### src/rtl/fcd_pkg.sv
// Shared constants and types for the flash command decoder.
// Assumes command codes travel in the low byte of the write data.
package fcd_pkg;

    localparam logic [7:0] CMD_UNLOCK_A = 8'hAA;
    localparam logic [7:0] CMD_UNLOCK_B = 8'h55;
    localparam logic [7:0] CMD_PROGRAM  = 8'hA0;
    localparam logic [7:0] CMD_BYPASS   = 8'h20;
    localparam logic [7:0] CMD_ASEL     = 8'h90;
    localparam logic [7:0] CMD_SECURE   = 8'h88;
    localparam logic [7:0] CMD_RESET    = 8'hF0;
    localparam logic [7:0] CMD_ZERO     = 8'h00;

    localparam logic [11:0] UL_A_WORD = 12'h555;
    localparam logic [11:0] UL_B_WORD = 12'h2AA;
    localparam logic [11:0] UL_A_BYTE = 12'hAAA;
    localparam logic [11:0] UL_B_BYTE = 12'h555;

    typedef enum logic [2:0] {
        MODE_READ      = 3'd0,
        MODE_AUTOSEL   = 3'd1,
        MODE_SECURE    = 3'd2,
        MODE_BYPASS    = 3'd3,
        MODE_SUSP_READ = 3'd4
    } mode_e;

    typedef enum logic [1:0] {
        BASE_NORMAL,
        BASE_AUTOSEL,
        BASE_SECURE,
        BASE_BYPASS
    } base_e;

    typedef enum logic [2:0] {
        SQ_IDLE,
        SQ_UL1,
        SQ_UL2,
        SQ_PGM,
        SQ_SXIT,
        SQ_BPGM,
        SQ_BXIT
    } seq_e;

    typedef struct packed {
        logic ul1;
        logic ul2;
        logic at_cmd_addr;
        logic pgm;
        logic byp;
        logic asel;
        logic sec;
        logic rst;
        logic zero;
    } cyc_t;

endpackage

### src/rtl/fcd_cycle_match.sv
// Classifies one write cycle: unlock steps and command codes.
// Purely combinational; assumes ADDR_W is at least 12 bits.
module fcd_cycle_match
    import fcd_pkg::*;
#(
    parameter int ADDR_W = 16
) (
    input  logic [ADDR_W-1:0] addr_i,
    input  logic [7:0]        cmd_i,
    input  logic              byte_mode_i,
    output cyc_t              cyc_o
);

    localparam logic [ADDR_W-1:0] A_WORD = ADDR_W'(UL_A_WORD);
    localparam logic [ADDR_W-1:0] B_WORD = ADDR_W'(UL_B_WORD);
    localparam logic [ADDR_W-1:0] A_BYTE = ADDR_W'(UL_A_BYTE);
    localparam logic [ADDR_W-1:0] B_BYTE = ADDR_W'(UL_B_BYTE);

    logic [ADDR_W-1:0] first_addr;
    logic [ADDR_W-1:0] second_addr;

    // Pick the unlock addresses for the active addressing mode
    always_comb begin
        first_addr  = byte_mode_i ? A_BYTE : A_WORD;
        second_addr = byte_mode_i ? B_BYTE : B_WORD;
    end

    // Decode the cycle against each known pattern
    always_comb begin
        cyc_o.at_cmd_addr = (addr_i == first_addr);
        cyc_o.ul1  = (addr_i == first_addr)  && (cmd_i == CMD_UNLOCK_A);
        cyc_o.ul2  = (addr_i == second_addr) && (cmd_i == CMD_UNLOCK_B);
        cyc_o.pgm  = (cmd_i == CMD_PROGRAM);
        cyc_o.byp  = (cmd_i == CMD_BYPASS);
        cyc_o.asel = (cmd_i == CMD_ASEL);
        cyc_o.sec  = (cmd_i == CMD_SECURE);
        cyc_o.rst  = (cmd_i == CMD_RESET);
        cyc_o.zero = (cmd_i == CMD_ZERO);
    end

endmodule

### src/rtl/fcd_seq_ctrl.sv
// Sequence state machine: tracks the base mode and the position inside
// a multi-cycle command. Fires a program strobe on the data write of a
// program sequence. Assumes one write per wr_en_i pulse.
module fcd_seq_ctrl
    import fcd_pkg::*;
(
    input  logic  clk,
    input  logic  rst_n,
    input  logic  wr_en_i,
    input  cyc_t  cyc_i,
    output base_e base_o,
    output logic  fire_o,
    output logic  fire_sec_o
);

    base_e base_q, base_n;
    seq_e  seq_q,  seq_n;

    // Next-state decode for each write cycle
    always_comb begin
        base_n = base_q;
        seq_n  = seq_q;
        fire_o = 1'b0;
        if (wr_en_i) begin
            case (base_q)
                BASE_AUTOSEL: begin
                    seq_n = SQ_IDLE;
                    if (cyc_i.rst) base_n = BASE_NORMAL;
                end
                BASE_BYPASS: begin
                    case (seq_q)
                        SQ_BPGM: begin
                            fire_o = 1'b1;
                            seq_n  = SQ_IDLE;
                        end
                        SQ_BXIT: begin
                            seq_n = SQ_IDLE;
                            if (cyc_i.zero) base_n = BASE_NORMAL;
                        end
                        default: begin
                            if (cyc_i.pgm)       seq_n = SQ_BPGM;
                            else if (cyc_i.asel) seq_n = SQ_BXIT;
                            else                 seq_n = SQ_IDLE;
                        end
                    endcase
                end
                default: begin
                    case (seq_q)
                        SQ_IDLE: seq_n = cyc_i.ul1 ? SQ_UL1 : SQ_IDLE;
                        SQ_UL1:  seq_n = cyc_i.ul2 ? SQ_UL2 : SQ_IDLE;
                        SQ_UL2: begin
                            seq_n = SQ_IDLE;
                            if (cyc_i.at_cmd_addr) begin
                                if (cyc_i.pgm) begin
                                    seq_n = SQ_PGM;
                                end else if (base_q == BASE_NORMAL) begin
                                    if (cyc_i.byp)       base_n = BASE_BYPASS;
                                    else if (cyc_i.asel) base_n = BASE_AUTOSEL;
                                    else if (cyc_i.sec)  base_n = BASE_SECURE;
                                end else if (cyc_i.asel) begin
                                    seq_n = SQ_SXIT;
                                end
                            end
                        end
                        SQ_PGM: begin
                            fire_o = 1'b1;
                            seq_n  = SQ_IDLE;
                        end
                        SQ_SXIT: begin
                            seq_n = SQ_IDLE;
                            if (cyc_i.zero) base_n = BASE_NORMAL;
                        end
                        default: seq_n = SQ_IDLE;
                    endcase
                end
            endcase
        end
    end

    // State registers with synchronous reset
    always_ff @(posedge clk) begin
        if (!rst_n) begin
            base_q <= BASE_NORMAL;
            seq_q  <= SQ_IDLE;
        end else begin
            base_q <= base_n;
            seq_q  <= seq_n;
        end
    end

    assign base_o     = base_q;
    assign fire_sec_o = (base_q == BASE_SECURE);

endmodule

### src/rtl/fcd_prog_reg.sv
// Registers the program request with its address, data and region flag.
// Assumes fire_i is a single-cycle strobe aligned with the data write.
module fcd_prog_reg #(
    parameter int ADDR_W = 16,
    parameter int DQ_W   = 16
) (
    input  logic              clk,
    input  logic              rst_n,
    input  logic              fire_i,
    input  logic              fire_sec_i,
    input  logic [ADDR_W-1:0] addr_i,
    input  logic [DQ_W-1:0]   data_i,
    output logic              req_o,
    output logic [ADDR_W-1:0] addr_o,
    output logic [DQ_W-1:0]   data_o,
    output logic              sec_o
);

    // Capture the target on a fire strobe; the request lasts one cycle
    always_ff @(posedge clk) begin
        if (!rst_n) begin
            req_o  <= 1'b0;
            addr_o <= '0;
            data_o <= '0;
            sec_o  <= 1'b0;
        end else begin
            req_o <= fire_i;
            if (fire_i) begin
                addr_o <= addr_i;
                data_o <= data_i;
                sec_o  <= fire_sec_i;
            end
        end
    end

endmodule

### src/rtl/fcd_prot_query.sv
// Read path for sector-protect status while autoselect is active.
// Sector index is the address bits above SEC_OFS_W.
module fcd_prot_query #(
    parameter int ADDR_W    = 16,
    parameter int SEC_OFS_W = 12
) (
    input  logic                                   active_i,
    input  logic                                   byte_mode_i,
    input  logic [ADDR_W-1:0]                      rd_addr_i,
    input  logic [(1 << (ADDR_W-SEC_OFS_W))-1:0]   prot_i,
    output logic                                   valid_o,
    output logic [7:0]                             data_o
);

    localparam int SEC_IDX_W = ADDR_W - SEC_OFS_W;
    localparam int NUM_SEC   = 1 << SEC_IDX_W;
    localparam logic [SEC_OFS_W-1:0] OFS_WORD = SEC_OFS_W'(2);
    localparam logic [SEC_OFS_W-1:0] OFS_BYTE = SEC_OFS_W'(4);

    logic [NUM_SEC-1:0]   hit_vec;
    logic [SEC_IDX_W-1:0] sec_idx;
    logic                 prot_bit;
    logic                 ofs_hit;

    assign sec_idx = rd_addr_i[ADDR_W-1:SEC_OFS_W];

    // One-hot sector select gated with each protect bit
    for (genvar s = 0; s < NUM_SEC; s++) begin : g_sec
        assign hit_vec[s] = (sec_idx == SEC_IDX_W'(s)) & prot_i[s];
    end

    // Offset match and status byte formation
    always_comb begin
        prot_bit = |hit_vec;
        ofs_hit  = rd_addr_i[SEC_OFS_W-1:0] == (byte_mode_i ? OFS_BYTE : OFS_WORD);
        valid_o  = active_i && ofs_hit;
        data_o   = {7'b0, valid_o & prot_bit};
    end

endmodule

### src/rtl/flash_cmd_decoder.sv
// Top of the flash command sequence decoder. Joins the cycle classifier,
// the sequence controller, the program request register and the protect
// query path, and maps the internal base mode to the reported mode code.
module flash_cmd_decoder
    import fcd_pkg::*;
#(
    parameter int ADDR_W    = 16,
    parameter int SEC_OFS_W = 12,
    parameter int DQ_W      = 16
) (
    input  logic                                 clk,
    input  logic                                 rst_n,
    input  logic                                 wr_en_i,
    input  logic [ADDR_W-1:0]                    wr_addr_i,
    input  logic [DQ_W-1:0]                      wr_data_i,
    input  logic                                 byte_mode_i,
    input  logic                                 erase_susp_i,
    input  logic [ADDR_W-1:0]                    rd_addr_i,
    input  logic [(1 << (ADDR_W-SEC_OFS_W))-1:0] sect_prot_i,
    output logic [2:0]                           mode_o,
    output logic                                 sec_read_o,
    output logic                                 prog_req_o,
    output logic [ADDR_W-1:0]                    prog_addr_o,
    output logic [DQ_W-1:0]                      prog_data_o,
    output logic                                 prog_sec_o,
    output logic                                 qry_valid_o,
    output logic [7:0]                           qry_data_o
);

    cyc_t  cyc;
    base_e base;
    logic  fire;
    logic  fire_sec;

    fcd_cycle_match #(.ADDR_W(ADDR_W)) i_match (
        .addr_i      (wr_addr_i),
        .cmd_i       (wr_data_i[7:0]),
        .byte_mode_i (byte_mode_i),
        .cyc_o       (cyc)
    );

    fcd_seq_ctrl i_seq (
        .clk        (clk),
        .rst_n      (rst_n),
        .wr_en_i    (wr_en_i),
        .cyc_i      (cyc),
        .base_o     (base),
        .fire_o     (fire),
        .fire_sec_o (fire_sec)
    );

    fcd_prog_reg #(.ADDR_W(ADDR_W), .DQ_W(DQ_W)) i_prog (
        .clk        (clk),
        .rst_n      (rst_n),
        .fire_i     (fire),
        .fire_sec_i (fire_sec),
        .addr_i     (wr_addr_i),
        .data_i     (wr_data_i),
        .req_o      (prog_req_o),
        .addr_o     (prog_addr_o),
        .data_o     (prog_data_o),
        .sec_o      (prog_sec_o)
    );

    fcd_prot_query #(.ADDR_W(ADDR_W), .SEC_OFS_W(SEC_OFS_W)) i_query (
        .active_i    (base == BASE_AUTOSEL),
        .byte_mode_i (byte_mode_i),
        .rd_addr_i   (rd_addr_i),
        .prot_i      (sect_prot_i),
        .valid_o     (qry_valid_o),
        .data_o      (qry_data_o)
    );

    // Map the base mode to the reported mode code
    always_comb begin
        case (base)
            BASE_AUTOSEL: mode_o = MODE_AUTOSEL;
            BASE_SECURE:  mode_o = MODE_SECURE;
            BASE_BYPASS:  mode_o = MODE_BYPASS;
            default:      mode_o = erase_susp_i ? MODE_SUSP_READ : MODE_READ;
        endcase
        sec_read_o = (base == BASE_SECURE);
    end

endmodule

### config.mk
export PLATFORM = sky130hd
export DESIGN_NAME = flash_cmd_decoder
export DESIGN_NICKNAME = d
export VERILOG_FILES = /design/src/rtl/fcd_pkg.sv /design/src/rtl/fcd_cycle_match.sv /design/src/rtl/fcd_seq_ctrl.sv /design/src/rtl/fcd_prog_reg.sv /design/src/rtl/fcd_prot_query.sv /design/src/rtl/flash_cmd_decoder.sv
export SDC_FILE = /design/constraint.sdc
export NUM_CORES = 1
export LEC_CHECK = 0
export ABC_AREA = 1
export CAP_MARGIN = 0
export CORE_MARGIN = 1.5
export CORE_UTILIZATION = 35
export CTS_CLUSTER_SIZE = 10
export DETAILED_ROUTE_END_ITERATION = 10
export PLACE_DENSITY = 0.71
export SKIP_LAST_GASP = 1
export SLEW_MARGIN = 20
export SYNTH_ARGS = -nofsm -noshare
export SYNTH_HDL_FRONTEND = slang
export SYNTH_HIERARCHICAL = 1
export SYNTH_SLANG_ARGS = --single-unit
### constraint.sdc
create_clock -name clk -period 1.85 [get_ports clk]
set_clock_uncertainty 0.15 [all_clocks]
set_input_delay 0.37 -clock clk [delete_from_list [all_inputs] [get_ports clk]]
set_output_delay 0.37 -clock clk [all_outputs]
set_load 0.01 [all_outputs]
==> results.toml, run 1 <==
[status]
outcome = "finished, violations left"
violations = "setup timing"

[power_and_ir_drop]
internal_power_uw = 1560
p_leak_uw = 0.00244
power_density_mw_per_mm2 = 446
power_frac_seq = 0.398
report.power.total_uw = 2170
p_switching_uw = 609
swShare = 0.281
irDropWorstVdd_v = 0.000298
power_frac_comb = 0.278
clkPwrFrac = 0.324

[final_layout]
insertedDiodeCount = 0
drive_above_1_share = 0.241
nets = 720
finish.utilization = 0.664
area_growth_pct = 82.2

[logic_synthesis]
synth_edf_count = 0
syn_inst = 472
yosysWarnings = 6
ys_async_sr_fraction = 0
syn_area_mm2 = 0.00267
synth_commonest_cells = "nand2_1, nor2_1, inv_1"
synth.most_common_cell = "nand2_1"
synth_top_area_frac = 0.292
yosysTopAreaCell = "dfxtp_1"
syn_area_per_cell_um2 = 5.66
yosys-top-cells-area = "dfxtp_1, nand2_1, nor2_1"
synth_ff_type = "dfxtp_1"
ys_types = 27
ys_ff_latch = 39
ys_seq_area_frac = 0.292

[hold_path]
hp-class = "in2reg"

[critical_path]
crit_path_top_delay_cell = "clkdlybuf4s50_1"
r2r_slack_ps = -70
critPathBufInv = 2
arrival_ps = 1440
critical_path_required_ps = 1330
reg2reg_from = "i_seq/base_o[1]$_SDFFE_PN0P_"
crit_start = "sect_prot_i[7]"
path_depth = 8
setup.worst_path.end = "qry_data_o[0]"
path_cells = "clkdlybuf4s50_1 -> nand3_1 -> nand2_1 -> o21bai_1 -> nand2_1 -> nor2_1 -> nor2_1 -> buf_2"
cpPeakStageDelay_ps = 410
path_class = "in2out"
cp_top_family = "buffers and inverters"
startpoint_type = "primary input"
cp_max_fo = 1
reg2regPathDepth = 11
r2r-end = "i_prog/data_o[2]$_SDFFE_PN0P_"
cp-end-kind = "primary output"

[global_routing]
gr-usage-all-layers = 0.216
grt_pass1_vias = 3389
grt_max_degree = 19
grt_overflow = 0
grt_first_pass_wirelength_um = 14600
antenna_found_initial = 0

[flow_run]
max-cap-violations = 0

[drt]
drt_iter0_markers = 86
route.detailed.drc = 0
detail_route.wl_per_cell_um = 12.3
final_antenna_net_count = 0
drt-total-wl_um = 9150
firstDrtPassIters = 4
via_per_inst = 4.61
num_vias = 3434

[timing]
drv_slew = 0
post-route-period-util = 1.06
holdWs_ps = 274
hold_violations = 0
rsz0062_at_grt = "true"
fmax_mhz = 509
fin_ws_ps = -115
setup_violations = 26
period_minus_slack_ps = 1960

[clock_network]
clk_pin_slew_ps = 80
clock_sinks = 39
worstSkewPairLatency_ps = 290
cts-root-buf = "clkbuf_8"
htreeDepth = 2
cts_tree = "built"
ctsLongestPathBuffers = 2
cts_inserted_buffers = 5

[die]
fp.dieH_um = 90.3
boundaryPins = 116
core_area_mm2 = 0.00733
initial_core_util = 0.364
die_x_um = 90.3
dieArea_mm2 = 0.00816
rows = 31

[place]
portBuffers = 108
place_congestion = 0.902
dp_hpwl_um = 6050
## sequential cells by signal, indices dropped and copies added (netlist names)
register       flops
i_prog/data_o     16
i_prog/sec_o       1
i_prog/req_o       1
i_seq/seq_q        3
i_seq/base_o       2
i_prog/addr_o     16
## layout by cell type (no fill, tap or decap), drive strengths merged
cell type	instances
o211ai	1
clkdlybuf4s50	63
ha	5
nor3b	1
nor3	2
dlygate4sd2	30
inv	79
dfxtp	39
nand2	141
a21oi	7
clkbuf	7
clkdlybuf4s15	5
nand3b	2
nor2	113
dlymetal6s2s	7
nor4	3
bufinv	1
nand3	27
conb	7
a31oi	2
clkinvlp	1
nand4	6
buf	76
o21bai	4
o21ai	17
## metrics by stage
stage	TNS, ps	setup WS, ps	std cells	instance area (um^2)
detailed placement	-7160	-715	717	4210
finish	-854	-115	745	4870
global route	-4890	-179	745	4870
global placement	-7040	-651	717	4210
CTS	-955	-127	742	4670
floorplan	0	16.2	478	2690
## cell families (layout without fill, tap and decap cells)
logic type	after synthesis	after routing	synth area share
buf+inv	101	269	0.168
other cells	1	7	0.00140
simple gates	295	295	0.449
fa+ha+maj	5	5	0.0234
flops	39	39	0.292
compound gates	31	31	0.0651
## what timing repair did
action / 4_1_cts / 5_1_grt
pin swaps: 36 / 27
hold buffers: 0 / 0
buffers inserted: 13 / 4
gates resized for setup: 95 / 56
setup endpoints to repair: 45 / 41
gates cloned: 6 / 1
## final cells by class
class | count | area, um^2
flip-flops and latches | 39 | 783
inverters | 79 | 304
fillers | 628 | 2460
clock inverters | 2 | 37.5
multi-input cells | 338 | 1730
clock buffers | 5 | 68.8
repair buffers | 183 | 1820
well taps | 99 | 124
## routing by layer
layer | wire, um | track usage | up-vias
met3 | 470 | 0.0421 | 14
met1 | 3700 | 0.238 | 1561
met2 | 4860 | 0.417 | 103
met4 | 120 | 0.0595 | 0
li1 | - | - | 1756
met5 | 0 | 0 | -
## worst register-to-register path: stages, from the launching register on
cell,delay (ps)
dfxtp_2,350
buf_6,130
inv_4,40
ha_4,160
nor2_4,110
nand4_1,140
a21oi_4,170
buf_4,150
buf_8,140
buf_16,140
nor2_1,60
nor2_1,110
## how the worst min path moves through the flow
stage,startpoint,end,slack (ps),depth (start not counted)
floorplan,rst_n,i_seq/base_o[1]$_SDFFE_PN0P_,330,2
global placement,i_prog/data_o[2]$_SDFFE_PN0P_,i_prog/data_o[2]$_SDFFE_PN0P_,310,2
detailed placement,i_prog/data_o[12]$_SDFFE_PN0P_,i_prog/data_o[12]$_SDFFE_PN0P_,310,2
CTS,i_prog/data_o[12]$_SDFFE_PN0P_,i_prog/data_o[12]$_SDFFE_PN0P_,320,2
global route,wr_addr_i[12],i_prog/addr_o[12]$_SDFFE_PN0P_,290,5
finish,wr_addr_i[12],i_prog/addr_o[12]$_SDFFE_PN0P_,270,5
## power by group through the flow
stage                     clock (uW)  combinational [uW]  sequential, uW
after floorplan                    0                 222             891
after global placement             0                 537             881
after detailed placement           0                 541             881
after CTS                        714                 564             863
after global routing             738                 664             864
final                            704                 604             863
No activity file was read; power rests on OpenSTA's default activity.
==> run 2: changes to the inputs <==
Settings changed: CORE_UTILIZATION 35 to 39, PLACE_DENSITY 0.71 to 0.78.
==> run 2 against run 1 <==
The run still ends with setup timing left. Design area rose by 3.3%. Combinational power rose by 1%. Count of clock-buffer cells in the layout did not move. Sequential share of layout area fell by 0.46 points. Total power rose by 1.9%. Worst hold slack improved by 30 ps. Die area fell by 9.9%. Worst setup slack got worse by 36 ps. Critical path type is now reg2reg. Highest routed layer unchanged.
==> results.toml, run 2 (synthesis results as in run 1) <==
[drt]
firstDrtPassIters = 5
route.detailed.drc = 0
final_antenna_net_count = 0
drt_iter0_markers = 274
detail_route.wl_per_cell_um = 15.3
via_per_inst = 5.13
drt-total-wl_um = 11200
num_vias = 3745

[critical_path]
arrival_ps = 2080
path_cells = "buf_6 -> ha_4 -> nor2_4 -> nand4_1 -> a21oi_4 -> buf_6 -> buf_12 -> buf_8 -> buf_16 -> nor2_2 -> nor2_1"
startpoint_type = "flop"
crit_path_top_delay_cell = "dfxtp_2"
path_class = "reg2reg"
crit_top_cell = "buf_6"
cp_max_fo = 5
cpPeakStageDelay_ps = 330
cp-end-kind = "flop"
cp_top_family = "buffers and inverters"
critical_path_required_ps = 1930
critPathBufInv = 5

[die]
die_x_um = 85.7
rows = 29
boundaryPins = 116
initial_core_util = 0.411
dieArea_mm2 = 0.00735
core_area_mm2 = 0.00649
fp.dieH_um = 85.7

[timing]
drv_slew = 0
fmax_mhz = 500
fin_tns_setup_ps = -2810
hold_violations = 0
period_minus_slack_ps = 2000
holdWs_ps = 304
setup_violations = 35
fin_ws_ps = -151
rsz0062_at_grt = "true"
post-route-period-util = 1.08

[global_routing]
grt_first_pass_wirelength_um = 14900
grt_pass1_vias = 3518
grt_max_degree = 26
gr-usage-all-layers = 0.254
antenna_found_initial = 0
grt_overflow = 0

[power_and_ir_drop]
irDropWorstVdd_v = 0.000260
power_density_mw_per_mm2 = 440
p_leak_uw = 0.00254

[place]
portBuffers = 108
place_congestion = 0.853
dp_hpwl_um = 6020

[clock_network]
htreeDepth = 2
worstSkewPairLatency_ps = 300
cts_tree = "built"
clock_sinks = 39
clk_pin_slew_ps = 80
cts-root-buf = "clkbuf_8"
cts_hold_buf = 0
cts_inserted_buffers = 5
ctsLongestPathBuffers = 2

[flow_run]
max-cap-violations = 0

[final_layout]
top_regs = "i_prog/addr_o x16, i_prog/data_o x16, i_seq/seq_q x3"
nets = 725
area_growth_pct = 88.2
seq_area_um2 = 786
n_fill_cell = 420
mostFrequentLayoutCell = "nand2_1"
mostFrequentLayoutCells = "nand2_1, nor2_1, clkdlybuf4s50_1"
drive_above_1_share = 0.270
multi_input_area_mm2 = 0.00180

[status]
outcome = "finished, violations left"
violations = "setup timing"

[hold_path]
hp-class = "in2reg"
## run 2: cell type report
cell class | instances | area share
clock buffer | 5 | 0.0137
sequential | 39 | 0.156
multi-input combinational | 338 | 0.359
tap | 77 | 0.0192
antenna | 1 | 0.000498
clock inverter | 3 | 0.00872
inverter | 79 | 0.0600
timing repair buffer | 188 | 0.382
## run 2: per-layer routing
metal	routed length [um]	track usage	share of wire	vias to the layer above
li1	-	-	-	1769
met1	4050	0.256	0.36	1720
met2	5870	0.512	0.53	207
met3	816	0.0433	0.073	49
met4	441	0.0924	0.039	0
met5	0	0	0	-
## run 2: timing repair
action                                  CTS  global route
endpoints found under the setup margin   44            40
pin swaps                                39            36
gates cloned                              7             2
resized for setup                        98            84
setup buffers                            11             7
## run 2: power breakdown
part	switching, uW	internal (uW)	total (uW)	leakage [uW]
clock	332	402	734	0.0000581
combinational	305	306	611	0.00217
sequential	14.6	853	868	0.000316
## run 2: final timing paths
path              slack [ps]                             end                      startpoint  cells after the start
setup / recovery        -150   i_prog/addr_o[5]$_SDFFE_PN0P_    i_seq/base_o[0]$_SDFFE_PN0P_                     11
hold reg to reg          320  i_prog/data_o[11]$_SDFFE_PN0P_  i_prog/data_o[11]$_SDFFE_PN0P_                      2
hold / removal           300   i_prog/data_o[5]$_SDFFE_PN0P_                    wr_data_i[5]                      5
setup reg to reg        -150   i_prog/addr_o[5]$_SDFFE_PN0P_    i_seq/base_o[0]$_SDFFE_PN0P_                     11
## run 2: metrics by stage
stage | utilization | worst slack (ps) | instances | power, uW | area (um^2)
2_1_floorplan | - | 16.2 | 478 | 1110 | 2690
3_3_place_gp | 0.641 | -627 | 696 | 1410 | 4160
3_5_place_dp | 0.641 | -665 | 696 | 1420 | 4160
4_1_cts | 0.731 | -185 | 722 | 2160 | 4750
5_1_grt | 0.773 | -204 | 729 | 2300 | 5020
6_report | 0.774 | -151 | 730 | 2210 | 5020
## run 2: worst min-delay path, stage by stage
cell	delay (ps)
clkbuf_2	150
inv_1	70
nand2_1	50
nand2_1	50
nor2_1	30
